`src/rtl/sevt_pkg.sv`:
```
package sevt_pkg;
    localparam int NSRC    = 4;
    localparam int B_RXRDY = 0;
    localparam int B_FULL  = 1;
    localparam int B_TXRDY = 2;
    localparam int B_CTS   = 3;
    // status bits allowed to reach the core interrupt (FIFO full goes to DMA)
    localparam logic [NSRC-1:0] IRQ_SRC = 4'b1101;
endpackage

```
`src/rtl/cts_cos_detect.sv`:
```
module cts_cos_detect #(
    parameter int   STAGES  = 2,
    parameter logic RST_LVL = 1'b1
) (
    input  logic clk,
    input  logic rst_n,
    input  logic cts_async,
    output logic cos_pulse
);
    typedef struct packed {
        logic [STAGES-1:0] sync;
        logic              prev;
    } cts_st_t;

    cts_st_t st_d, st_q;

    always_comb begin
        st_d      = st_q;
        st_d.sync = {st_q.sync[STAGES-2:0], cts_async};
        st_d.prev = st_q.sync[STAGES-1];
        cos_pulse = st_q.sync[STAGES-1] ^ st_q.prev;
    end

    always_ff @(posedge clk or negedge rst_n) begin
        if (!rst_n) begin
            st_q.sync <= {STAGES{RST_LVL}};
            st_q.prev <= RST_LVL;
        end else begin
            st_q <= st_d;
        end
    end
endmodule

```
`src/rtl/evt_status.sv`:
```
module evt_status
    import sevt_pkg::*;
(
    input  logic            clk,
    input  logic            rst_n,
    input  logic            rx_rdy,
    input  logic            fifo_full,
    input  logic            tx_rdy,
    input  logic            cos_pulse,
    input  logic            cos_clr,
    input  logic            mask_we,
    input  logic [NSRC-1:0] mask_bits,
    output logic            irq_n,
    output logic            full_stat,
    output logic            full_en
);
    typedef struct packed {
        logic [NSRC-1:0] stat;
        logic [NSRC-1:0] mask;
        logic            irq_n;
    } stat_st_t;

    stat_st_t st_d, st_q;

    always_comb begin
        st_d              = st_q;
        st_d.stat[B_RXRDY] = rx_rdy;
        st_d.stat[B_FULL]  = fifo_full;
        st_d.stat[B_TXRDY] = tx_rdy;
        st_d.stat[B_CTS]   = cos_pulse | (st_q.stat[B_CTS] & ~cos_clr);
        if (mask_we) st_d.mask = mask_bits;
        st_d.irq_n = ~|(st_q.stat & st_q.mask & IRQ_SRC);
    end

    always_ff @(posedge clk or negedge rst_n) begin
        if (!rst_n) begin
            st_q.stat  <= '0;
            st_q.mask  <= '0;
            st_q.irq_n <= 1'b1;
        end else begin
            st_q <= st_d;
        end
    end

    assign irq_n     = st_q.irq_n;
    assign full_stat = st_q.stat[B_FULL];
    assign full_en   = st_q.mask[B_FULL];

    // mask write lands at the next edge
    a_r3_mask_load: assert property (@(posedge clk) disable iff (!rst_n)
        mask_we |=> st_q.mask == $past(mask_bits));
    // a cleared mask keeps the request negated
    a_r2_mask_zero_quiet: assert property (@(posedge clk) disable iff (!rst_n)
        (st_q.mask == '0) |=> irq_n);
    // a CTS change always sets the sticky bit
    a_r4_cos_sets: assert property (@(posedge clk) disable iff (!rst_n)
        cos_pulse |=> st_q.stat[B_CTS]);
    // the clear strobe removes the sticky bit when no new change arrives
    a_r5_cos_clear: assert property (@(posedge clk) disable iff (!rst_n)
        (cos_clr && !cos_pulse) |=> !st_q.stat[B_CTS]);
endmodule

```
`src/rtl/dma_req_gen.sv`:
```
module dma_req_gen #(
    parameter int CH_W = 4,
    parameter int CHAN = 2
) (
    input  logic            clk,
    input  logic            rst_n,
    input  logic            full_stat,
    input  logic            full_en,
    output logic            dma_req,
    output logic [CH_W-1:0] dma_chan
);
    typedef struct packed {
        logic req;
    } dma_st_t;

    dma_st_t st_d, st_q;

    always_comb begin
        st_d     = st_q;
        st_d.req = full_stat & full_en;
    end

    always_ff @(posedge clk or negedge rst_n) begin
        if (!rst_n) st_q.req <= 1'b0;
        else        st_q     <= st_d;
    end

    assign dma_req  = st_q.req;
    assign dma_chan = CH_W'(CHAN);

    // request holds for the whole fill event
    a_r6_hold: assert property (@(posedge clk) disable iff (!rst_n)
        (dma_req && full_stat && full_en) |=> dma_req);
    // request withdrawn once the FIFO is no longer full
    a_r6_drop: assert property (@(posedge clk) disable iff (!rst_n)
        !full_stat |=> !dma_req);
endmodule

```
`src/rtl/ack_vector.sv`:
```
module ack_vector #(
    parameter int               VEC_W   = 8,
    parameter logic [VEC_W-1:0] VEC_RST = 8'h0F
) (
    input  logic             clk,
    input  logic             rst_n,
    input  logic             vec_we,
    input  logic [VEC_W-1:0] vec_wdata,
    input  logic             iack,
    input  logic             av_mode,
    output logic [VEC_W-1:0] vec_out,
    output logic             vec_valid,
    output logic             autovec
);
    typedef struct packed {
        logic [VEC_W-1:0] vec;
        logic [VEC_W-1:0] out;
        logic             valid;
        logic             av;
    } ack_st_t;

    ack_st_t st_d, st_q;

    always_comb begin
        st_d       = st_q;
        st_d.out   = '0;
        st_d.valid = 1'b0;
        st_d.av    = 1'b0;
        if (vec_we) st_d.vec = vec_wdata;
        if (iack) begin
            if (av_mode) begin
                st_d.av = 1'b1;
            end else begin
                st_d.valid = 1'b1;
                st_d.out   = st_q.vec;
            end
        end
    end

    always_ff @(posedge clk or negedge rst_n) begin
        if (!rst_n) begin
            st_q.vec   <= VEC_RST;
            st_q.out   <= '0;
            st_q.valid <= 1'b0;
            st_q.av    <= 1'b0;
        end else begin
            st_q <= st_d;
        end
    end

    assign vec_out   = st_q.out;
    assign vec_valid = st_q.valid;
    assign autovec   = st_q.av;

    // vectored acknowledge returns the stored vector
    a_r7_vector: assert property (@(posedge clk) disable iff (!rst_n)
        (iack && !av_mode) |=> (vec_valid && !autovec && vec_out == $past(st_q.vec)));
    // autovector acknowledge drives no vector
    a_r8_autovec: assert property (@(posedge clk) disable iff (!rst_n)
        (iack && av_mode) |=> (autovec && !vec_valid && vec_out == '0));
    // the two acknowledge answers never overlap
    a_r8_exclusive: assert property (@(posedge clk) disable iff (!rst_n)
        $onehot0({vec_valid, autovec}));
endmodule

```
`src/rtl/serial_event_irq.sv`:
```
module serial_event_irq
    import sevt_pkg::*;
#(
    parameter int               PORT_IDX    = 0,
    parameter int               CH_W        = 4,
    parameter int               DMA_CHAN    = 2 + PORT_IDX,
    parameter int               VEC_W       = 8,
    parameter logic [VEC_W-1:0] VEC_RST     = 8'h0F,
    parameter int               SYNC_STAGES = 2
) (
    input  logic             clk,
    input  logic             rst_n,
    input  logic             rx_rdy,
    input  logic             fifo_full,
    input  logic             tx_rdy,
    input  logic             cts_in,
    input  logic             cos_clr,
    input  logic             mask_we,
    input  logic [NSRC-1:0]  mask_bits,
    input  logic             vec_we,
    input  logic [VEC_W-1:0] vec_wdata,
    input  logic             av_mode,
    input  logic             iack,
    output logic             irq_n,
    output logic [VEC_W-1:0] vec_out,
    output logic             vec_valid,
    output logic             autovec,
    output logic             dma_req,
    output logic [CH_W-1:0]  dma_chan
);
    logic cos_pulse;
    logic full_stat;
    logic full_en;

    cts_cos_detect #(.STAGES(SYNC_STAGES), .RST_LVL(1'b1)) u_cts (
        .clk       (clk),
        .rst_n     (rst_n),
        .cts_async (cts_in),
        .cos_pulse (cos_pulse)
    );

    evt_status u_stat (
        .clk       (clk),
        .rst_n     (rst_n),
        .rx_rdy    (rx_rdy),
        .fifo_full (fifo_full),
        .tx_rdy    (tx_rdy),
        .cos_pulse (cos_pulse),
        .cos_clr   (cos_clr),
        .mask_we   (mask_we),
        .mask_bits (mask_bits),
        .irq_n     (irq_n),
        .full_stat (full_stat),
        .full_en   (full_en)
    );

    dma_req_gen #(.CH_W(CH_W), .CHAN(DMA_CHAN)) u_dma (
        .clk       (clk),
        .rst_n     (rst_n),
        .full_stat (full_stat),
        .full_en   (full_en),
        .dma_req   (dma_req),
        .dma_chan  (dma_chan)
    );

    ack_vector #(.VEC_W(VEC_W), .VEC_RST(VEC_RST)) u_ack (
        .clk       (clk),
        .rst_n     (rst_n),
        .vec_we    (vec_we),
        .vec_wdata (vec_wdata),
        .iack      (iack),
        .av_mode   (av_mode),
        .vec_out   (vec_out),
        .vec_valid (vec_valid),
        .autovec   (autovec)
    );
endmodule

```
`config.mk`:
```
export PLATFORM = sky130hd
export DESIGN_NAME = serial_event_irq
export DESIGN_NICKNAME = d
export VERILOG_FILES = /design/src/rtl/sevt_pkg.sv /design/src/rtl/cts_cos_detect.sv /design/src/rtl/evt_status.sv /design/src/rtl/dma_req_gen.sv /design/src/rtl/ack_vector.sv /design/src/rtl/serial_event_irq.sv
export SDC_FILE = /design/constraint.sdc
export NUM_CORES = 1
export LEC_CHECK = 0
export ABC_AREA = 0
export BUFFER_PORTS_ARGS = -buffer_cell sky130_fd_sc_hd__buf_2
export CORE_ASPECT_RATIO = 1.1
export CORE_MARGIN = 2
export CORE_UTILIZATION = 25
export CTS_CLUSTER_DIAMETER = 30
export CTS_CLUSTER_SIZE = 25
export DETAILED_ROUTE_END_ITERATION = 16
export PLACE_DENSITY = 0.43
export SYNTH_ARGS = -nofsm -noshare
export SYNTH_HDL_FRONTEND = slang
export SYNTH_SLANG_ARGS = --single-unit
```
`constraint.sdc`:
```
create_clock -name clk -period 1.14 [get_ports clk]
set_input_delay 0.114 -clock clk [delete_from_list [all_inputs] [get_ports clk]]
set_output_delay 0.114 -clock clk [all_outputs]
set_load 0.005 [all_outputs]
```
# Yosys cells after proc, flatten, opt, wreduce, memory -nomap -nowiden
# Cells that the tools add are included.
# Widths: inputs -> output; s select.
# op_classes
muxes,3
bitwise,6
n_reduce_logical,2
# op_table
op,n
$mux 10,1
$mux 9,1
$and 4x4->4,1
$reduce_or 3->1,1
$and 1x1->1,2
$logic_not 1->1,1
$mux 1,1
$not 1->1,1
$or 1x1->1,1
$xor 1x1->1,1
# word_totals
register_bits,31
in_bits,23
output_inout_bits,16
wordCells,21

# Longest topological paths before layout
# Gate-level depths: netlist of the first run.
# logic_depth
depth_word,3
ltp_mapped,3
ltp_nobuf,2

# Cells and area by module
# A second synthesis of the first run with hierarchy kept.
# unflattened
cells_unflattened,73
hier_area_um2,1178.6
# modules_own_cells
mod,n_inst,cells_per_inst,area_per_inst_um2,seq_area_each_um2
ack_vector,1,45,729.4,455.4
evt_status,1,16,292.8,226.5
cts_cos_detect,1,4,87.6,78.8
dma_req_gen,1,8,68.8,25.0

# Worst setup path before layout of the first run
# OpenSTA, ideal clock, no wires.
# synth_timing
kind,flip-flop to flip-flop
start,reg u_cts.st_q (netlist bit u_cts.st_d[0])
end,reg u_stat.st_q[8] in the netlist's numbering
setup_time_ns,0.128
arrival_ns,0.687
setup_slack_ns,0.325
stages_incl_launch_ff,3
n_path_buf,0
synth_period_minus_slack_ns,0.815
cell_sequence,dfstp_2 xnor2_1 o21ai_0
# synth_rtl
element,line,source
from (decl),cts_cos_detect.sv:15,"cts_st_t st_d, st_q;"
from (signal assigned),cts_cos_detect.sv:29,st_q <= st_d;
to (signal assigned),evt_status.sv:41,st_q <= st_d;
to (decl),evt_status.sv:23,"stat_st_t st_d, st_q;"

# Final worst setup path of the first run
# layout_timing
start,reg u_stat.irq_n (netlist name)
end,out irq_n
# layout_rtl
element,line,source
to (decl),serial_event_irq.sv:24,"output logic irq_n,"
# No word-level cell between the ends.

==> impl_results.md, run 1 <==
* Total wire length at 1790 um
* CTS Hold Bufs at 6
* Final Critical Period at 0.9929 ns
* Synthesized cell area at about 1200 um2
* Die Area at roughly 5200 um2
* Final setup violation count at 0
* CP Capture Type: output pin
* Vias in the first global route at 630
* # rows at 26
* Via density at ~3.7
* CTS Buf Count at 5
* Simple-Gate Fraction of Synth Area at 5.914%
* FF+latch count, synth at 31
* Largest stage delay, worst path at 0.51 ns
* Clock tree sinks at 31
* Layout cell share with drive strength beyond 1 at 56.76%
* IO Count at 39
* DP Area at 1323 um2
* Status: finished, final reports clean
* Starting Density at 25.55%
* Yosys top cell area share at 49.46%
* Pwr Total at 2.531 mW
* VDD IR-drop max at 0.6908 mV
* Vias at 619
* Post-synthesis average cell area at 15.72 um2
* Total core area at 4554 um2
* Fin nets at 133
* Family with the most delay on the worst path: flip-flops
* Area grow syn2layout at 28.92%
* Worst Clk Skew at 0.0009399 ns
* Synth Instances at 74
* Mux cell area share after synthesis at between 10 and 15%
* Peak fanout along the critical path at 1
* Hold slack at ~0.067 ns
* Inserted Diodes at 0
* Total GRT Usage at 7.385%
* PwrDens at ~1700 nW/um2
* Routability Congestion at 0.6037
* Final period utilization at 87.09%
* DRC at 0
* Leak at 0.7494 nW
* XOR/XNOR share of the synthesized area at less than 1%
* Critical path arrival at 0.88 ns
* Area occupied by multi-input gates at 272.8 um2
* HP Class: primary input to register
* CTS clk-pin slew, worst paths at around 0.060 ns
* Crit start category: register
* Post-CTS Resized at 0
* Netlist cell types at 13
* Initial DRC count at 6
* Initial antenna violation count at 0
* Main combinational cell family by area after synthesis: multiplexers
* Worst skew pair latency at 0.27 ns
* Yosys warns at 0
* Final hold vios at 0
* H-tree levels at 2
* Max-Cap Viols at 0
* Compound-Gate Fraction of Synth Area at ~1.3%
* Die Span Y at between 70 and 80 um
* Die Width at 69.05 um
* Wire length per cell at 10.72 um
* Grt ovf at 0
* Post-CTS Setup Inserts at 0
* Post-Synth Adder-Cell Area at 0%
* ANT nets after route at 0
* Crit-path cells: buf_2
* Largest net degree at the start of global routing at 18
* Unrepaired setup endpoints after global routing: false
* Top post-synthesis cells by area: dfrtp_1, dfstp_2, mux2_4, buf_4, and2_1
* Post-DP HPWL at 1355 um
* CTS tree: done
* Area leader, netlist: dfrtp_1
* DR pass1 iterations at 4
* Setup TNS at 0 ns
* Crit path kind: register to output pin
* Post-layout instance area at 1500 um2
* Largest buffer count on any clock path at 2
* WP data required at 1.03 ns
* Fillers at 470
* Register area share after synthesis at about two thirds
* First-pass GRT wire length at 2815 um
* Sequential cell area at 785.8 um2
* Buf/Inv on CP at 1
* Root buffer cell: clkbuf_8
* Port Buffer Count at 34
* Fmax at between 1000 and 1500 MHz
* Critical-path top delay cell: dfstp_2
* Fin. max-slew vios at 0
-- synth_stat cells --
cell	instances
a222oi_1	1
conb_1	2
mux2_2	4
dfstp_2	8
xnor2_1	1
nor2b_1	1
dfrtp_1	23
buf_4	13
mux2_4	8
o21ai_0	1
buf_6	1
inv_1	1
and2_1	10
-- kinds of logic after synthesis --
kind of cell	after synthesis
compound gates	2
flops	31
buf+inv	15
mux	12
other cells	2
simple gates	11
xor+xnor	1
-- layout make-up --
class                           count  area share [%]
Sequential cell                    31           52.38
Multi-Input combinational cell     30           18.18
Timing Repair Buffer               41           16.68
Clock buffer                        6           5.505
Tap cell                           56           4.671
Clock inverter                      2           2.335
Inverter                            1          0.2502
-- sequential cells by signal, indices dropped and copies added, names as in the netlist --
| signal | cells |
|---|---|
| u_ack.st_q | 8 |
| u_ack.vec_out | 8 |
| u_stat.st_q | 6 |
| u_cts.st_d | 2 |
| u_ack.autovec | 1 |
| u_ack.vec_valid | 1 |
| u_cts.st_q | 1 |
| u_dma.dma_req | 1 |
| u_stat.full_en | 1 |
| u_stat.full_stat | 1 |
| u_stat.irq_n | 1 |
-- per-layer routing --
metal  wire (um)  track usage (%)
met1         666            7.286
met5           0                0
met4          18            4.575
met3         137            3.968
met2         968            12.50
-- metrics by stage --
| stage | setup slack [ns] | util [%] | instances |
|---|---|---|---|
| floorplan | 0.3248 | - | 76 |
| global placement | 0.2994 | 29.04 | 153 |
| detailed placement | 0.2853 | 29.04 | 153 |
| CTS | 0.1245 | 32.94 | 167 |
| global route | 0.1163 | 32.94 | 167 |
| finish | 0.1471 | 32.94 | 167 |
-- final timing paths --
path	slack [ns]	cells past startpoint	end	from
setup / recovery	0.15	1	irq_n	u_stat.irq_n
hold / removal	0.07	2	u_ack.st_q[13]	vec_wdata[3]
setup reg to reg	0.30	2	u_stat.st_q[8]	u_cts.st_d[0]
hold reg to reg	0.36	0	u_cts.st_d[0]	u_cts.st_d[2]
max in group asynchronous	0.36	3	u_cts.st_d[2]	rst_n
min in group asynchronous	0.29	2	u_ack.st_q[15]	rst_n
-- layout by cell type (no fill, tap or decap), types with 4 or more instances in the layout --
cell	count
conb_1	4
dfrtp_1	23
dfstp_2	8
dlygate4sd3_1	6
buf_2	34
clkbuf_8	6
and2_1	10
mux2_4	8
mux2_2	4
-- power by group --
group | internal, mW | leakage [nW] | switching, mW
clock network | 0.706 | 0.0612 | 0.376
logic | 0.134 | 0.319 | 0.0783
registers | 1.20 | 0.370 | 0.0347
No activity file was read; power rests on OpenSTA's default activity.
==> run 2: changes to the inputs <==
--- a/config.mk
+++ b/config.mk
@@ -7,13 +7,16 @@
 export LEC_CHECK = 0
 export ABC_AREA = 0
 export BUFFER_PORTS_ARGS = -buffer_cell sky130_fd_sc_hd__buf_2
+export CAP_MARGIN = 10
+export CELL_PAD_IN_SITES_DETAIL_PLACEMENT = 0
+export CELL_PAD_IN_SITES_GLOBAL_PLACEMENT = 2
 export CORE_ASPECT_RATIO = 1.1
 export CORE_MARGIN = 2
 export CORE_UTILIZATION = 25
 export CTS_CLUSTER_DIAMETER = 30
 export CTS_CLUSTER_SIZE = 25
 export DETAILED_ROUTE_END_ITERATION = 16
-export PLACE_DENSITY = 0.43
+export PLACE_DENSITY = 0.6
 export SYNTH_ARGS = -nofsm -noshare
 export SYNTH_HDL_FRONTEND = slang
 export SYNTH_SLANG_ARGS = --single-unit
==> run 2 against run 1 <==
  * Global-route usage rose by 0.92 points
  * Sequential share of layout area rose by 1.7 points
  * Sequential cell count stayed put
  * Die area is the same
==> impl_results.md, run 2 (synthesis gave the netlist of run 1 again) <==
* Layout cell share with drive strength beyond 1 at 54.55% (was 56.76%)
* Largest buffer count on any clock path at 2 (unchanged)
* Worst skew pair latency at 0.27 ns (about the same)
* Fin nets at 132 (was 133)
* Most common cell after layout, fill and taps aside: buf_2 (unchanged)
* Final Critical Period at 0.9971 ns (was 0.9929 ns)
* CTS tree: done (unchanged)
* Commonest cells after routing, fill and taps aside: buf_2, dfrtp_1, and2_1, mux2_4, dfstp_2 (unchanged)
* Die Span Y at 75.56 um (unchanged)
* Largest stage delay, worst path at 0.51 ns (about the same)
* Total wire length at 1764 um (was 1790 um)
* Routability Congestion at 0.6405 (was 0.6037)
* Grt ovf at 0 (unchanged)
* Wire length per cell at 10.63 um (was 10.72 um)
* Area grow syn2layout at 24.84% (was 28.92%)
* Worst Clk Skew at 0.004811 ns (was 0.0009399 ns)
* Die Width at 69.05 um (unchanged)
* DR pass1 iterations at 4 (unchanged)
* CP Capture Type: output pin (unchanged)
* Critical path arrival at 0.88 ns (about the same)
* Max-Cap Viols at 0 (unchanged)
* CTS clk-pin slew, worst paths at 0.06 ns (about the same)
* DRC at 0 (unchanged)
* PwrDens at 1539 nW/um2 (was 1687 nW/um2)
* ANT nets after route at 0 (unchanged)
* First-pass GRT wire length at 3208 um (was 2815 um)
* Post-CTS Resized at 0 (unchanged)
* Status: finished, final reports clean (unchanged)
* Port Buffer Count at 34 (unchanged)
* Buf/Inv on CP at 1 (unchanged)
* Vias in the first global route at 722 (was 630)
* Crit path kind: register to output pin (unchanged)
* Final setup violation count at 0 (unchanged)
* Crit start category: register (unchanged)
* Unrepaired setup endpoints after global routing: false (unchanged)
* Inserted Diodes at 0 (unchanged)
* Total GRT Usage at 8.302% (was 7.385%)
* Family with the most delay on the worst path: flip-flops (unchanged)
* Final period utilization at 87.47% (was 87.09%)
* HP Class: primary input to register (unchanged)
* DP Area at 1323 um2 (unchanged)
* Clock tree sinks at 31 (unchanged)
* Initial DRC count at 19 (was 6)
* Fmax at 1003 MHz (was 1007 MHz)
* WP data required at 1.03 ns (about the same)
* Pwr Total at 2.235 mW (was 2.531 mW)
* IO Count at 39 (unchanged)
* Fin. max-slew vios at 0 (unchanged)
* Via density at 3.675 (was 3.707)
* Total core area at 4554 um2 (unchanged)
* Peak fanout along the critical path at 1 (unchanged)
* Vias at 610 (was 619)
* H-tree levels at 2 (unchanged)
* Post-layout instance area at 1453 um2 (was 1500 um2)
* Root buffer cell: clkbuf_8 (unchanged)
* Final hold vios at 0 (unchanged)
* # rows at 26 (unchanged)
* Leak at 0.7236 nW (was 0.7494 nW)
* Starting Density at 25.55% (unchanged)
* Util after Layout at 31.90% (was 32.94%)
* Setup TNS at 0 ns (unchanged)
* Die Area at 5217 um2 (unchanged)
* VDD IR-drop max at 0.6826 mV (was 0.6908 mV)
* Initial antenna violation count at 0 (unchanged)
* CTS Buf Count at 5 (unchanged)
* Critical-path top delay cell: dfstp_2 (unchanged)
* Crit-path cells: buf_2 (unchanged)
* Largest net degree at the start of global routing at 19 (was 18)
-- run 2: cell count changes in the layout (fill, tap and decap cells not counted) --
cell and change:
clkbuf_1 +3, dlygate4sd3_1 -1, bufinv_16 -1, clkinv_2 -1
clkbuf_8 -1
-- run 2: worst paths after layout --
path	end	slack, ns	cells past startpoint	from
worst max-delay path	irq_n	0.14	1	u_stat.irq_n
max in group asynchronous	u_ack.st_q[10]	0.38	3	rst_n
min in group asynchronous	u_stat.st_q[8]	0.28	2	rst_n
worst min-delay path	u_stat.st_q[8]	0.02	2	cos_clr
worst min register to register	u_cts.st_d[0]	0.35	0	u_cts.st_d[2]
worst max register to register	u_stat.st_q[8]	0.29	2	u_cts.st_d[0]
-- run 2: power by group --
group          internal (mW)  leakage, nW  switching [mW]
clock                  0.433       0.0395           0.356
combinational          0.132        0.314          0.0784
sequential              1.20        0.370          0.0336
total                   1.77        0.724           0.468
-- run 2: timing repair --
| action | CTS | global route |
|---|---|---|
| setup buffers | 0 | 0 |
| hold buffers | 5 | 0 |
| setup endpoints to repair | 0 | 0 |
| endpoints found under the hold margin | 13 | 0 |
-- run 2: metrics by stage --
| step | hold slack, ns | instances | setup slack, ns |
|---|---|---|---|
| 2_1_floorplan | -0.1816 | 76 | 0.3248 |
| 3_3_place_gp | 0.03340 | 153 | 0.3149 |
| 3_5_place_dp | 0.03107 | 153 | 0.2880 |
| 4_1_cts | 0.006287 | 166 | 0.1215 |
| 5_1_grt | 0.005471 | 166 | 0.1080 |
| 6_report | 0.01774 | 166 | 0.1429 |
-- run 2: cell type report --
class / count / area (um2)
clock buffer: 8 / 80.08
tap: 56 / 70.07
inverter: 1 / 3.754
multi-input combinational: 30 / 272.8
sequential: 31 / 785.8
fill: 460 / 3102
timing repair buffer: 40 / 240.2
-- run 2: layer usage --
layer | GRT usage, % | routed length [um]
met5 | 0 | 0
met4 | 5.882 | 35
met3 | 3.571 | 155
met2 | 14.64 | 890
met1 | 8.013 | 683
==> run 3: changes to the inputs <==
--- a/config.mk
+++ b/config.mk
@@ -16,6 +16,7 @@
 export CTS_CLUSTER_DIAMETER = 30
 export CTS_CLUSTER_SIZE = 25
 export DETAILED_ROUTE_END_ITERATION = 16
+export HOLD_SLACK_MARGIN = 0.05
 export PLACE_DENSITY = 0.6
 export SYNTH_ARGS = -nofsm -noshare
 export SYNTH_HDL_FRONTEND = slang
==> run 3 against run 2 <==
  * First-iteration DRC count is the same
  * Power grew 0.13%
  * Highest routed layer unchanged
  * Sequential power is essentially flat
==> impl_results.md, run 3 (synthesis gave the netlist of run 1 again) <==
* WP data required at 1.03 ns (about the same)
* Total GRT Usage at 8.302% (unchanged)
* Final Critical Period at 0.9971 ns (unchanged)
* Family with the most delay on the worst path: flip-flops (unchanged)
* Die Area at 5217 um2 (unchanged)
* Crit start category: register (unchanged)
* Critical path depth in cells at 1 (unchanged)
* Hold Crit Depth at 2 (unchanged)
* First-pass GRT wire length at 3208 um (unchanged)
* Vias at 614 (was 610)
* Final hold vios at 0 (unchanged)
* Critical path arrival at 0.88 ns (about the same)
* Reg2Reg Depth at 2 (unchanged)
* CTS clk-pin slew, worst paths at 0.06 ns (about the same)
* Via density at 3.677 (was 3.675)
* ANT nets after route at 0 (unchanged)
* DRC at 0 (unchanged)
* CP Capture Type: output pin (unchanged)
* Wire length per cell at 10.57 um (was 10.63 um)
* Largest stage delay, worst path at 0.51 ns (about the same)
* Critical-path top delay cell: dfstp_2 (unchanged)
* Most common cell after layout, fill and taps aside: buf_2 (unchanged)
* Met1 Resource Use GR at 8.013% (unchanged)
* Total wire length at 1766 um (was 1764 um)
* CTS tree: done (unchanged)
* Routing usage on met2 at 14.64% (unchanged)
* H-tree levels at 2 (unchanged)
* Starting Density at 25.55% (unchanged)
* PwrDens at 1530 nW/um2 (was 1539 nW/um2)
* Inserted Diodes at 0 (unchanged)
* Fin nets at 133 (was 132)
* Die Span Y at 75.56 um (unchanged)
* Largest net degree at the start of global routing at 19 (unchanged)
* Vias in the first global route at 722 (unchanged)
* VDD IR-drop max at 0.6826 mV (about the same)
* Grt ovf at 0 (unchanged)
* Fillers at 459 (was 460)
* Pwr Total at 2.238 mW (was 2.235 mW)
* HP Class: primary input to register (unchanged)
* Commonest cells after routing, fill and taps aside: buf_2, dfrtp_1, and2_1, mux2_4, dfstp_2 (unchanged)
* Worst skew pair latency at 0.27 ns (about the same)
* Crit-path cells: buf_2 (unchanged)
* Max-Cap Viols at 0 (unchanged)
* Fmax at 1003 MHz (unchanged)
* Crit path kind: register to output pin (unchanged)
* CTS Buf Count at 5 (unchanged)
* Largest buffer count on any clock path at 2 (unchanged)
* Unrepaired setup endpoints after global routing: false (unchanged)
* IO Count at 39 (unchanged)
* Clock tree sinks at 31 (unchanged)
* Total core area at 4554 um2 (unchanged)
* Layout cell share with drive strength beyond 1 at 54.05% (was 54.55%)
* DR pass1 iterations at 4 (unchanged)
* Most used routing layer: met2 (unchanged)
* Status: finished, final reports clean (unchanged)
* Initial antenna violation count at 0 (unchanged)
* Setup TNS at 0 ns (unchanged)
* Leak at 0.7277 nW (was 0.7236 nW)
* GR Layer Usage met3 at 3.571% (unchanged)
* Initial DRC count at 19 (unchanged)
* Routability Congestion at 0.6405 (unchanged)
* # rows at 26 (unchanged)
* Area grow syn2layout at 25.70% (was 24.84%)
* Worst Clk Skew at 0.004811 ns (unchanged)
* Port Buffer Count at 34 (unchanged)
* Post-CTS Resized at 0 (unchanged)
* Final period utilization at 87.47% (unchanged)
* Peak fanout along the critical path at 1 (unchanged)
* Fin. max-slew vios at 0 (unchanged)
* Die Width at 69.05 um (unchanged)
* Buf/Inv on CP at 1 (unchanged)
* Root buffer cell: clkbuf_8 (unchanged)
* Final setup violation count at 0 (unchanged)
## run 3: cell types whose count changed in the layout (fill, tap and decap cells not counted), sizes merged
cell,previous run,this run
dlygate4sd3,5,6
## run 3: cell type report
type                            count  area (um2)  area share (%)
Sequential cell                    31       785.8           53.72
Multi-Input combinational cell     30       272.8           18.65
Timing Repair Buffer               41       250.2           17.11
Clock buffer                        8       80.08           5.475
Tap cell                           56       70.07           4.790
Inverter                            1       3.754          0.2566
## run 3: what timing repair did
item,in CTS,in global routing
hold endpoints to repair,32,0
hold buffers,6,0
buffers inserted,0,0
## run 3: layer usage
metal | vias to the layer above | wire length (um) | share of wire, %
li1 | 293 | - | -
met1 | 288 | 686 | 39
met4 | 0 | 35 | 2.0
met5 | - | 0 | 0
met3 | 5 | 155 | 8.8
met2 | 28 | 889 | 50
## run 3: final timing paths
| check | startpoint | to | slack [ns] |
|---|---|---|---|
| setup / recovery | u_stat.irq_n | irq_n | 0.14 |
| hold / removal | vec_wdata[6] | u_ack.st_q[16] | 0.07 |
| setup reg to reg | u_cts.st_d[0] | u_stat.st_q[8] | 0.29 |
| hold reg to reg | u_cts.st_d[2] | u_cts.st_d[0] | 0.35 |
| max in group asynchronous | rst_n | u_ack.st_q[10] | 0.38 |
| min in group asynchronous | rst_n | u_stat.st_q[8] | 0.28 |
## run 3: stage by stage
stage	worst slack [ns]	cell area, um2	hold slack, ns	instances	util [%]
2_1_floorplan	0.3248	1171	-0.1816	76	-
3_3_place_gp	0.3149	1323	0.03340	153	29.04
3_5_place_dp	0.2880	1323	0.03107	153	29.04
4_1_cts	0.1215	1463	0.06086	167	32.12
5_1_grt	0.1080	1463	0.06472	167	32.12
6_report	0.1429	1463	0.07126	167	32.12
## run 3: worst register-to-register path: cells and delay by family (launching register included)
family	cells	cell delay, ns
XOR/XNOR	1	0.10
flip-flops	1	0.54
AO/OA/AOI/OAI	1	0.09
## run 3: power breakdown
group	switching [mW]	internal [mW]	total (mW)
clock	0.357	0.433	0.789
sequential	0.0336	1.20	1.24
combinational	0.0789	0.134	0.213
